### config.mk
export PLATFORM = sky130hd
export DESIGN_NAME = mem_fault_capture
export DESIGN_NICKNAME = d
export VERILOG_FILES = /design/src/rtl/fault_pkg.sv /design/src/rtl/fault_classify.sv /design/src/rtl/fault_status_regs.sv /design/src/rtl/fault_irq_latch.sv /design/src/rtl/mem_fault_capture.sv
export SDC_FILE = /design/constraint.sdc
export NUM_CORES = 1
export LEC_CHECK = 0
export ABC_AREA = 1
export BUFFER_PORTS_ARGS = -buffer_cell sky130_fd_sc_hd__buf_2
export CAP_MARGIN = 20
export CORE_UTILIZATION = 46
export CTS_CLUSTER_SIZE = 24
export DETAILED_ROUTE_END_ITERATION = 10
export GPL_TIMING_DRIVEN = 0
export PLACE_DENSITY = 0.84
export SLEW_MARGIN = 20
export SYNTH_ARGS = -nofsm -noshare
export SYNTH_HDL_FRONTEND = slang
export SYNTH_SLANG_ARGS = --single-unit
### constraint.sdc
create_clock -name clk -period 2.4 [get_ports clk]
set_input_delay 0.36 -clock clk [delete_from_list [all_inputs] [get_ports clk]]
set_output_delay 0.36 -clock clk [all_outputs]
set_load 0.01 [all_outputs]
### src/rtl/fault_pkg.sv
package fault_pkg;

    localparam int STAT_W = 16;

    typedef enum logic [2:0] {
        CHK_ALLOWED     = 3'd0,
        CHK_PAGE_MISS   = 3'd1,
        CHK_ABOVE_LIMIT = 3'd2,
        CHK_PRIV        = 3'd3,
        CHK_READ_ONLY   = 3'd4
    } chk_code_e;

    localparam logic [STAT_W-1:0] PAT_PAGE_MISS  = 16'hABFF;
    localparam logic [STAT_W-1:0] PAT_ABOVE_LIM  = 16'hBAFF;
    localparam logic [STAT_W-1:0] PAT_PROT_DMA   = 16'hBBFF;
    localparam logic [STAT_W-1:0] PAT_PROT_CPU   = 16'h9BFF;
    localparam logic [STAT_W-1:0] BIT_READ       = 16'h4000;
    localparam logic [STAT_W-1:0] BIT_SIE        = 16'h0400;
    localparam logic [STAT_W-1:0] BUS_MARKER     = 16'h3C00;

    typedef struct packed {
        logic              is_fault;
        logic              raise_irq;
        logic [STAT_W-1:0] gstat;
        logic [STAT_W-1:0] bstat0;
        logic [STAT_W-1:0] bstat1;
    } fault_rec_t;

    function automatic logic [STAT_W-1:0] class_pattern(chk_code_e code, logic dma);
        case (code)
            CHK_PAGE_MISS:   return PAT_PAGE_MISS;
            CHK_ABOVE_LIMIT: return PAT_ABOVE_LIM;
            CHK_PRIV,
            CHK_READ_ONLY:   return dma ? PAT_PROT_DMA : PAT_PROT_CPU;
            default:         return '0;
        endcase
    endfunction

    function automatic logic code_is_fault(chk_code_e code);
        return (code == CHK_PAGE_MISS) || (code == CHK_ABOVE_LIMIT) ||
               (code == CHK_PRIV) || (code == CHK_READ_ONLY);
    endfunction

endpackage

### src/rtl/fault_classify.sv
module fault_classify
    import fault_pkg::*;
#(
    parameter int ADDR_W = 22
) (
    input  logic              valid,
    input  chk_code_e         code,
    input  logic              rd,
    input  logic              dma,
    input  logic [ADDR_W-1:0] addr,
    input  logic              sie,
    input  logic              err_en,
    output logic              ok,
    output fault_rec_t        rec
);
    localparam int HI_W  = ADDR_W - 16;
    localparam int PAD_W = STAT_W - HI_W;

    logic faulty;

    always_comb begin
        faulty        = valid && code_is_fault(code);
        ok            = valid && (code == CHK_ALLOWED);
        rec.is_fault  = faulty;
        rec.raise_irq = faulty && dma && err_en;
        rec.gstat     = class_pattern(code, dma)
                      | (rd  ? BIT_READ : '0)
                      | (sie ? BIT_SIE  : '0);
        rec.bstat0    = BUS_MARKER | {{PAD_W{1'b0}}, addr[ADDR_W-1:16]};
        rec.bstat1    = addr[15:0];
    end

endmodule

### src/rtl/fault_status_regs.sv
module fault_status_regs
    import fault_pkg::*;
(
    input  logic              clk,
    input  logic              rst,
    input  fault_rec_t        rec,
    output logic              stb,
    output logic [STAT_W-1:0] gstat,
    output logic [STAT_W-1:0] bstat0,
    output logic [STAT_W-1:0] bstat1
);
    always_ff @(posedge clk) begin
        if (rst) begin
            stb    <= 1'b0;
            gstat  <= '0;
            bstat0 <= '0;
            bstat1 <= '0;
        end else begin
            stb <= rec.is_fault;
            if (rec.is_fault) begin
                gstat  <= rec.gstat;
                bstat0 <= rec.bstat0;
                bstat1 <= rec.bstat1;
            end
        end
    end

endmodule

### src/rtl/fault_irq_latch.sv
module fault_irq_latch (
    input  logic clk,
    input  logic rst,
    input  logic set_req,
    input  logic ack,
    output logic req
);
    always_ff @(posedge clk) begin
        if (rst)          req <= 1'b0;
        else if (set_req) req <= 1'b1;
        else if (ack)     req <= 1'b0;
    end

endmodule

### src/rtl/mem_fault_capture.sv
module mem_fault_capture
    import fault_pkg::*;
#(
    parameter int ADDR_W = 22
) (
    input  logic              clk,
    input  logic              rst,
    input  logic              chk_valid,
    input  logic [2:0]        chk_code,
    input  logic              acc_read,
    input  logic              req_dma,
    input  logic [ADDR_W-1:0] acc_addr,
    input  logic              sie_flag,
    input  logic              err_en,
    input  logic              irq_ack,
    output logic              acc_ok,
    output logic              fault_stb,
    output logic [15:0]       gen_status,
    output logic [15:0]       bus_stat0,
    output logic [15:0]       bus_stat1,
    output logic              irq7_req
);
    fault_rec_t rec;

    fault_classify #(.ADDR_W(ADDR_W)) u_classify (
        .valid  (chk_valid),
        .code   (chk_code_e'(chk_code)),
        .rd     (acc_read),
        .dma    (req_dma),
        .addr   (acc_addr),
        .sie    (sie_flag),
        .err_en (err_en),
        .ok     (acc_ok),
        .rec    (rec)
    );

    fault_status_regs u_regs (
        .clk    (clk),
        .rst    (rst),
        .rec    (rec),
        .stb    (fault_stb),
        .gstat  (gen_status),
        .bstat0 (bus_stat0),
        .bstat1 (bus_stat1)
    );

    fault_irq_latch u_irq (
        .clk     (clk),
        .rst     (rst),
        .set_req (rec.raise_irq),
        .ack     (irq_ack),
        .req     (irq7_req)
    );

endmodule

==> results of run 1 <==
flip-flops by register name (all words and copies together) (netlist names):
register       cells
u_irq.req          1
u_regs.bstat0      7
u_regs.bstat1     16
u_regs.gstat       6
u_regs.stb         1
cell usage after synthesis, drive strengths merged:
master | number | area share (%)
o21bai | 1 | 0.52
buf | 24 | 13
or2 | 1 | 0.43
o21a | 1 | 0.52
conb | 1 | 0.26
inv | 30 | 7.8
clkbuf | 3 | 0.78
dfxtp | 31 | 43
nand2 | 61 | 16
nor2 | 53 | 14
nand3 | 3 | 1.9
o21ai | 3 | 1.3
nand3b | 1 | 0.52
final timing paths:
kind | startpoint | end | slack, ns
worst min-delay path | acc_addr[11] | u_regs.bstat1[11] | 0.25
worst max-delay path | u_regs.gstat[11] | gen_status[2] | 0.92
worst min register to register | u_regs.gstat[12] | u_regs.gstat[12] | 0.47
worst max register to register | u_regs.gstat[11] | u_regs.gstat[11] | 1.66
final cells by class:
class                           instances  area (µm²)  share of cell area (%)
Timing Repair Buffer                   77         385                    19.5
Sequential cell                        31         621                    31.4
Clock buffer                            8        68.8                    3.48
Multi-Input combinational cell        130         531                    26.8
Tap cell                               44        55.1                    2.78
Inverter                               30         113                    5.69
Buffer                                 27         206                    10.4
kinds of logic (layout without fill, tap and decap cells):
kind of cell    count (synthesis)  after routing  share of synthesized area (%)
other cells                     1              6                          0.258
buf+inv                        57            142                           22.0
simple gates                  119            119                           32.7
compound gates                  5              5                           2.33
flops                          31             31                           42.8
worst min-delay path, cell delays in order:
cell and delay, ns:
sky130_fd_sc_hd__buf_2 0.07, sky130_fd_sc_hd__nor2_1 0.03, sky130_fd_sc_hd__nor2_1 0.08
placed cells by master (no fill, tap or decap), types with 4 or more instances in the layout:
master / count
sky130_fd_sc_hd__buf_2: 77
sky130_fd_sc_hd__nand2_1: 60
sky130_fd_sc_hd__nor2_1: 52
sky130_fd_sc_hd__dfxtp_1: 31
sky130_fd_sc_hd__inv_1: 30
sky130_fd_sc_hd__buf_4: 20
sky130_fd_sc_hd__conb_1: 6
sky130_fd_sc_hd__clkbuf_4: 5
sky130_fd_sc_hd__buf_6: 4
sky130_fd_sc_hd__clkbuf_1: 4
routing by layer:
metal	share of wire [%]	vias up	routed length, µm	GRT usage (%)
met3	5.8	8	159	4.91
met4	2.1	0	59	9.86
li1	-	771	-	-
met5	0	-	0	0
met1	47	555	1300	22.2
met2	45	53	1230	25.8
power breakdown:
part	switching, mW	internal, mW	leakage [nW]
Combinational	0.141	0.134	0.936
Sequential	0.0217	0.555	0.256
Clock	0.164	0.172	0.0386
metrics by stage:
stage	hold slack [ns]	area [µm²]
after floorplan	0.446	1470
after global placement	0.453	1910
after detailed placement	0.456	1910
after CTS	0.240	1980
after global routing	0.242	1980
final	0.253	1980
==> report_table.html, run 1 <==
<table>
<tr><th>Metric</th><th>Value</th></tr>
<tr><th colspan="2">Drt</th></tr>
<tr><td>Wirelength per Cell</td><td>7.94 µm</td></tr>
<tr><td>Average vias per placed instance</td><td>4.00</td></tr>
<tr><td>Count of vias placed by the detailed router</td><td>1387</td></tr>
<tr><td>Starting DRT DRC Count</td><td>49</td></tr>
<tr><td>Post-detailed-route count of antenna-violating nets</td><td>0</td></tr>
<tr><td>First-pass detailed-route iteration total</td><td>4</td></tr>
<tr><td>Drc violations</td><td>0</td></tr>
<tr><td>Total detailed-routing wirelength</td><td>2.76 mm</td></tr>
<tr><th colspan="2">Setup path</th></tr>
<tr><td>Biggest fanout along the worst timing path</td><td>12</td></tr>
<tr><td>Setup crit start kind</td><td>flop</td></tr>
<tr><td>Crit path DAT</td><td>1.12 ns</td></tr>
<tr><td>Critical path required time</td><td>2.04 ns</td></tr>
<tr><td>Worst path buffer plus inverter count</td><td>2</td></tr>
<tr><td>Type of the worst setup path</td><td>flop to output port</td></tr>
<tr><td>Standard cell with the maximum stage delay on the critical path</td><td>sky130_fd_sc_hd__dfxtp_1</td></tr>
<tr><td>Path length in cells of the critical path</td><td>2</td></tr>
<tr><td>Type of element capturing the critical path</td><td>output port</td></tr>
<tr><td>Cell class contributing the biggest share of worst-path delay</td><td>flip-flops</td></tr>
<tr><td>Largest stage delay on the critical path</td><td>0.52 ns</td></tr>
<tr><td>Number of cell instances on the worst register-to-register path</td><td>2</td></tr>
<tr><td>Worst path cell trace</td><td>buf_4 -&gt; buf_2</td></tr>
<tr><th colspan="2">Floorplanning</th></tr>
<tr><td>Std-Cell Core Area</td><td>3030 µm²</td></tr>
<tr><td>Die Height</td><td>58.2 µm</td></tr>
<tr><td>Ports</td><td>84</td></tr>
<tr><td>Std-Cell Rows</td><td>20</td></tr>
<tr><td>Initial Util</td><td>47.9%</td></tr>
<tr><td>Die Footprint</td><td>3380 µm²</td></tr>
<tr><td>Floorplan die width</td><td>58.2 µm</td></tr>
<tr><th colspan="2">Yosys</th></tr>
<tr><td>Flip-flop and latch count after synthesis</td><td>31</td></tr>
<tr><td>Sequential area share after synthesis</td><td>42.8%</td></tr>
<tr><td>Warnings, synthesis</td><td>0</td></tr>
<tr><td>Count of cell types in the netlist</td><td>18</td></tr>
<tr><td>Post-Syn Instances</td><td>213</td></tr>
<tr><td>Post-synthesis instance area</td><td>1450 µm²</td></tr>
<tr><td>Syn_area_per_cell</td><td>6.81 µm²</td></tr>
<tr><th colspan="2">Global routing</th></tr>
<tr><td>Wire length of the first global-routing pass</td><td>4.43 mm</td></tr>
<tr><td>Via count of the first global-routing pass</td><td>1085</td></tr>
<tr><td>All-Layer GR Usage</td><td>17.2%</td></tr>
<tr><td>Global route total overflow</td><td>0</td></tr>
<tr><td>Largest net degree at the start of global routing</td><td>13</td></tr>
<tr><td>Initial antenna violation count</td><td>0</td></tr>
<tr><th colspan="2">Worst hold path</th></tr>
<tr><td>Hold crit path type</td><td>input port to flop</td></tr>
<tr><td>Hold depth</td><td>3</td></tr>
<tr><th colspan="2">Clock network</th></tr>
<tr><td>Number of clock sinks</td><td>31</td></tr>
<tr><td>TritonCTS buffer count</td><td>5</td></tr>
<tr><td>Number of H-tree levels</td><td>2</td></tr>
<tr><td>Root buffer cell</td><td>sky130_fd_sc_hd__clkbuf_4</td></tr>
<tr><td>CTS resizes</td><td>0</td></tr>
<tr><td>Clk buf depth</td><td>2</td></tr>
<tr><td>Clock insertion delay at the later pin of the skew report</td><td>0.32 ns</td></tr>
<tr><td>Number of buffers added to fix hold violations after cts</td><td>0</td></tr>
<tr><td>Post-CTS Repair Setup Buffers</td><td>0</td></tr>
<tr><td>CTS tree</td><td>built</td></tr>
<tr><td>Clk slew on worst S/H paths</td><td>0.09 ns</td></tr>
<tr><th colspan="2">Finish</th></tr>
<tr><td>Diode insertion count for antenna repair</td><td>0</td></tr>
<tr><td>Number of inserted filler cells in the final layout</td><td>287</td></tr>
<tr><td>Number of nets in the layout</td><td>335</td></tr>
<tr><td>Synth-to-layout area growth</td><td>36.4%</td></tr>
<tr><td>Share of final-layout standard cells stronger than drive strength 1</td><td>37.3%</td></tr>
<tr><td>Non-Filler Instances</td><td>347</td></tr>
<tr><td>Final core utilization</td><td>65.4%</td></tr>
<tr><th colspan="2">Place</th></tr>
<tr><td>Count of input and output buffers</td><td>77</td></tr>
<tr><td>Placed Cells incl. Taps</td><td>339</td></tr>
<tr><td>Routability-driven placement congestion ratio</td><td>0.752</td></tr>
<tr><td>Post-placement setup slack</td><td>1.04 ns</td></tr>
<tr><td>HPWL Detailed</td><td>2.05 mm</td></tr>
<tr><th colspan="2">STA</th></tr>
<tr><td>Setup Viol. Count Final</td><td>0</td></tr>
<tr><td>Final hold vios</td><td>0</td></tr>
<tr><td>Setup skew after layout</td><td>0 ns</td></tr>
<tr><td>Final worst path period share</td><td>61.6%</td></tr>
<tr><td>Final setup margin</td><td>0.922 ns</td></tr>
<tr><td>Top achievable clock speed</td><td>677 MHz</td></tr>
<tr><td>TNS Setup</td><td>0 ns</td></tr>
<tr><td>Final Slew Violations</td><td>0</td></tr>
<tr><td>Unrepaired setup endpoints after global routing</td><td>no</td></tr>
<tr><td>Clock period minus worst slack</td><td>1.48 ns</td></tr>
<tr><th colspan="2">Job</th></tr>
<tr><td>Max capacitance violation total</td><td>0</td></tr>
<tr><th colspan="2">Power</th></tr>
<tr><td>Power density over the cells</td><td>601 nW/µm²</td></tr>
<tr><td>Worst ir drop on vdd</td><td>0.358 mV</td></tr>
<tr><td>Overall power after layout</td><td>1.19 mW</td></tr>
<tr><td>LEAKAGE</td><td>1.23 nW</td></tr>
<tr><th colspan="2">Outcome</th></tr>
<tr><td>Outcome</td><td>complete, no violations</td></tr>
</table>
(Power assumes the default switching activity.)
==> run 2: changes to the inputs <==
CORE_UTILIZATION = 43   (was 46)
PLACE_DENSITY = 0.79   (was 0.84)
clock period = 1.45 ns   (was 2.4 ns; I/O delays follow)
==> run 2 against run 1 <==
  * Non-clock buffer count unchanged
  * Flip-flop and latch count is the same
  * Via count is 1.4% lower
  * Worst hold slack got worse by 0.14 ns
==> report_table.html, run 2 (synthesized netlist as in run 1, its figures left out) <==
<table>
<tr><th>Metric</th><th>Value</th></tr>
<tr><th colspan="2">Outcome</th></tr>
<tr><td>Outcome</td><td>complete, no violations</td></tr>
<tr><th colspan="2">Clock network</th></tr>
<tr><td>Clock insertion delay at the later pin of the skew report</td><td>0.32 ns (about the same)</td></tr>
<tr><td>Clk slew on worst S/H paths</td><td>0.09 ns (about the same)</td></tr>
<tr><td>Root buffer cell</td><td>sky130_fd_sc_hd__clkbuf_4</td></tr>
<tr><td>Post-CTS Repair Setup Buffers</td><td>0 (unchanged)</td></tr>
<tr><td>TritonCTS buffer count</td><td>5 (unchanged)</td></tr>
<tr><td>Number of clock sinks</td><td>31 (unchanged)</td></tr>
<tr><td>CTS resizes</td><td>0 (unchanged)</td></tr>
<tr><td>Number of H-tree levels</td><td>2 (unchanged)</td></tr>
<tr><td>CTS tree</td><td>built</td></tr>
<tr><td>Clk buf depth</td><td>2 (unchanged)</td></tr>
<tr><td>Number of buffers added to fix hold violations after cts</td><td>0 (unchanged)</td></tr>
<tr><th colspan="2">Floorplanning</th></tr>
<tr><td>Std-Cell Core Area</td><td>3130 µm² (+3.3%)</td></tr>
<tr><td>Std-Cell Rows</td><td>20 (unchanged)</td></tr>
<tr><td>Die Height</td><td>60.1 µm (+3.3%)</td></tr>
<tr><td>Ports</td><td>84 (unchanged)</td></tr>
<tr><td>Floorplan die width</td><td>60.1 µm (+3.3%)</td></tr>
<tr><td>Die Footprint</td><td>3610 µm² (+6.7%)</td></tr>
<tr><td>Initial Util</td><td>46.4% (-1.5 points)</td></tr>
<tr><th colspan="2">Setup path</th></tr>
<tr><td>Standard cell with the maximum stage delay on the critical path</td><td>sky130_fd_sc_hd__dfxtp_1</td></tr>
<tr><td>Setup crit start kind</td><td>flop</td></tr>
<tr><td>Worst path cell trace</td><td>buf_4 -&gt; buf_2</td></tr>
<tr><td>Type of the worst setup path</td><td>flop to output port</td></tr>
<tr><td>Crit path DAT</td><td>1.13 ns (about the same)</td></tr>
<tr><td>Critical path required time</td><td>1.23 ns (-0.81 ns)</td></tr>
<tr><td>Biggest fanout along the worst timing path</td><td>12 (unchanged)</td></tr>
<tr><td>Worst path buffer plus inverter count</td><td>2 (unchanged)</td></tr>
<tr><td>Largest stage delay on the critical path</td><td>0.53 ns (about the same)</td></tr>
<tr><td>Type of element capturing the critical path</td><td>output port</td></tr>
<tr><td>Cell class contributing the biggest share of worst-path delay</td><td>flip-flops</td></tr>
<tr><th colspan="2">Finish</th></tr>
<tr><td>Synth-to-layout area growth</td><td>36.4% (unchanged)</td></tr>
<tr><td>Largest registers ranked by flip-flop count</td><td>u_regs.bstat1: 16 flops, u_regs.bstat0: 7 flops, u_regs.gstat: 6 flops</td></tr>
<tr><td>Diode insertion count for antenna repair</td><td>0 (unchanged)</td></tr>
<tr><td>Number of inserted filler cells in the final layout</td><td>297 (+3.5%)</td></tr>
<tr><td>Leading cell type in the layout, fill and taps excluded</td><td>sky130_fd_sc_hd__buf_2</td></tr>
<tr><td>Area of combinational cells with multiple inputs</td><td>531 µm² (unchanged)</td></tr>
<tr><td>Largest reg by FF count</td><td>u_regs.bstat1</td></tr>
<tr><td>Share of final-layout standard cells stronger than drive strength 1</td><td>37.3% (unchanged)</td></tr>
<tr><td>Area used by sequential logic in the layout</td><td>621 µm² (unchanged)</td></tr>
<tr><td>Number of nets in the layout</td><td>335 (unchanged)</td></tr>
<tr><td>Max reg flops</td><td>16 (unchanged)</td></tr>
<tr><td>Commonest non-fill, non-tap cells in the layout</td><td>sky130_fd_sc_hd__buf_2 (77), sky130_fd_sc_hd__nand2_1 (60), sky130_fd_sc_hd__nor2_1 (52)</td></tr>
<tr><th colspan="2">Power</th></tr>
<tr><td>Worst ir drop on vdd</td><td>0.645 mV (+80%)</td></tr>
<tr><td>Power density over the cells</td><td>1000 nW/µm² (+66%)</td></tr>
<tr><td>Overall power after layout</td><td>1.98 mW (+66%)</td></tr>
<tr><td>LEAKAGE</td><td>1.23 nW (unchanged)</td></tr>
<tr><th colspan="2">Worst hold path</th></tr>
<tr><td>Hold crit path type</td><td>input port to flop</td></tr>
<tr><th colspan="2">Drt</th></tr>
<tr><td>Starting DRT DRC Count</td><td>33 (-33%)</td></tr>
<tr><td>First-pass detailed-route iteration total</td><td>4 (unchanged)</td></tr>
<tr><td>Drc violations</td><td>0 (unchanged)</td></tr>
<tr><td>Post-detailed-route count of antenna-violating nets</td><td>0 (unchanged)</td></tr>
<tr><td>Count of vias placed by the detailed router</td><td>1367 (-1.4%)</td></tr>
<tr><td>Wirelength per Cell</td><td>8.69 µm (+9.5%)</td></tr>
<tr><td>Total detailed-routing wirelength</td><td>3.02 mm (+9.5%)</td></tr>
<tr><td>Average vias per placed instance</td><td>3.94 (-1.4%)</td></tr>
<tr><th colspan="2">STA</th></tr>
<tr><td>Unrepaired setup endpoints after global routing</td><td>no</td></tr>
<tr><td>Clock period minus worst slack</td><td>1.35 ns</td></tr>
<tr><td>Final hold vios</td><td>0 (unchanged)</td></tr>
<tr><td>Final worst path period share</td><td>93.0%</td></tr>
<tr><td>Final Slew Violations</td><td>0 (unchanged)</td></tr>
<tr><td>Top achievable clock speed</td><td>742 MHz</td></tr>
<tr><td>Setup skew after layout</td><td>0 ns (unchanged)</td></tr>
<tr><td>Setup Viol. Count Final</td><td>0 (unchanged)</td></tr>
<tr><td>TNS Setup</td><td>0 ns (unchanged)</td></tr>
<tr><th colspan="2">Job</th></tr>
<tr><td>Max capacitance violation total</td><td>0 (unchanged)</td></tr>
<tr><th colspan="2">Global routing</th></tr>
<tr><td>Largest net degree at the start of global routing</td><td>13 (unchanged)</td></tr>
<tr><td>All-Layer GR Usage</td><td>17.7% (+0.50 points)</td></tr>
<tr><td>Initial antenna violation count</td><td>0 (unchanged)</td></tr>
<tr><td>Wire length of the first global-routing pass</td><td>4.66 mm (+5.1%)</td></tr>
<tr><td>Via count of the first global-routing pass</td><td>1122 (+3.4%)</td></tr>
<tr><td>Global route total overflow</td><td>0 (unchanged)</td></tr>
<tr><th colspan="2">Place</th></tr>
<tr><td>Routability-driven placement congestion ratio</td><td>0.821 (+9.2%)</td></tr>
<tr><td>Count of input and output buffers</td><td>77 (unchanged)</td></tr>
<tr><td>HPWL Detailed</td><td>2.28 mm (+11%)</td></tr>
</table>
run 2: cell counts in the layout (fill, tap and decap cells not counted):
Identical to the previous run, type by type.
run 2: worst paths after layout:
kind	startpoint	end	slack (ns)	cells after the start
worst min register to register	u_regs.gstat[12]	u_regs.gstat[12]	0.49	2
worst max-delay path	u_regs.gstat[11]	gen_status[4]	0.10	2
worst min-delay path	acc_addr[21]	u_regs.bstat0[5]	0.11	3
worst max register to register	u_regs.gstat[11]	u_regs.gstat[11]	0.70	2
run 2: worst reg2reg max path, stage by stage (launching register included):
cell and delay, ns:
sky130_fd_sc_hd__dfxtp_1 0.53, sky130_fd_sc_hd__nand2_1 0.09, sky130_fd_sc_hd__o21ai_0 0.08
run 2: area by class of cell:
class                   instances  area share, %
clock buffers                   8           3.48
inverters                      30           5.69
plain buffers                  27           10.4
repair buffers                 77           19.5
flip-flops and latches         31           31.4
multi-input cells             130           26.8
well taps                      44           2.78
run 2: per-layer routing:
metal | global-route usage (%) | vias to the layer above | wire (µm)
met5 | 0 | - | 0
met3 | 5.41 | 8 | 259
met2 | 29.7 | 59 | 1350
met1 | 20.1 | 532 | 1350
met4 | 9.30 | 0 | 55
li1 | - | 768 | -
run 2: report_power, final:
group / leakage (nW) / total (mW) / internal [mW] / switching, mW
clock: 0.0386 / 0.563 / 0.285 / 0.278
sequential: 0.256 / 0.955 / 0.918 / 0.0371
combinational: 0.936 / 0.461 / 0.222 / 0.239
run 2: stage by stage:
stage | cell area, µm² | setup slack (ns) | hold WS (ns) | cells | util [%]
4_1_cts | 1980 | 0.0720 | 0.0959 | 347 | 63.3
6_report | 1980 | 0.102 | 0.111 | 347 | 63.3
2_1_floorplan | 1470 | 0.483 | 0.303 | 218 | -
3_5_place_dp | 1910 | 0.194 | 0.446 | 339 | 61.1
3_3_place_gp | 1910 | 0.248 | 0.438 | 339 | 61.1
5_1_grt | 1980 | 0.00183 | 0.102 | 347 | 63.3
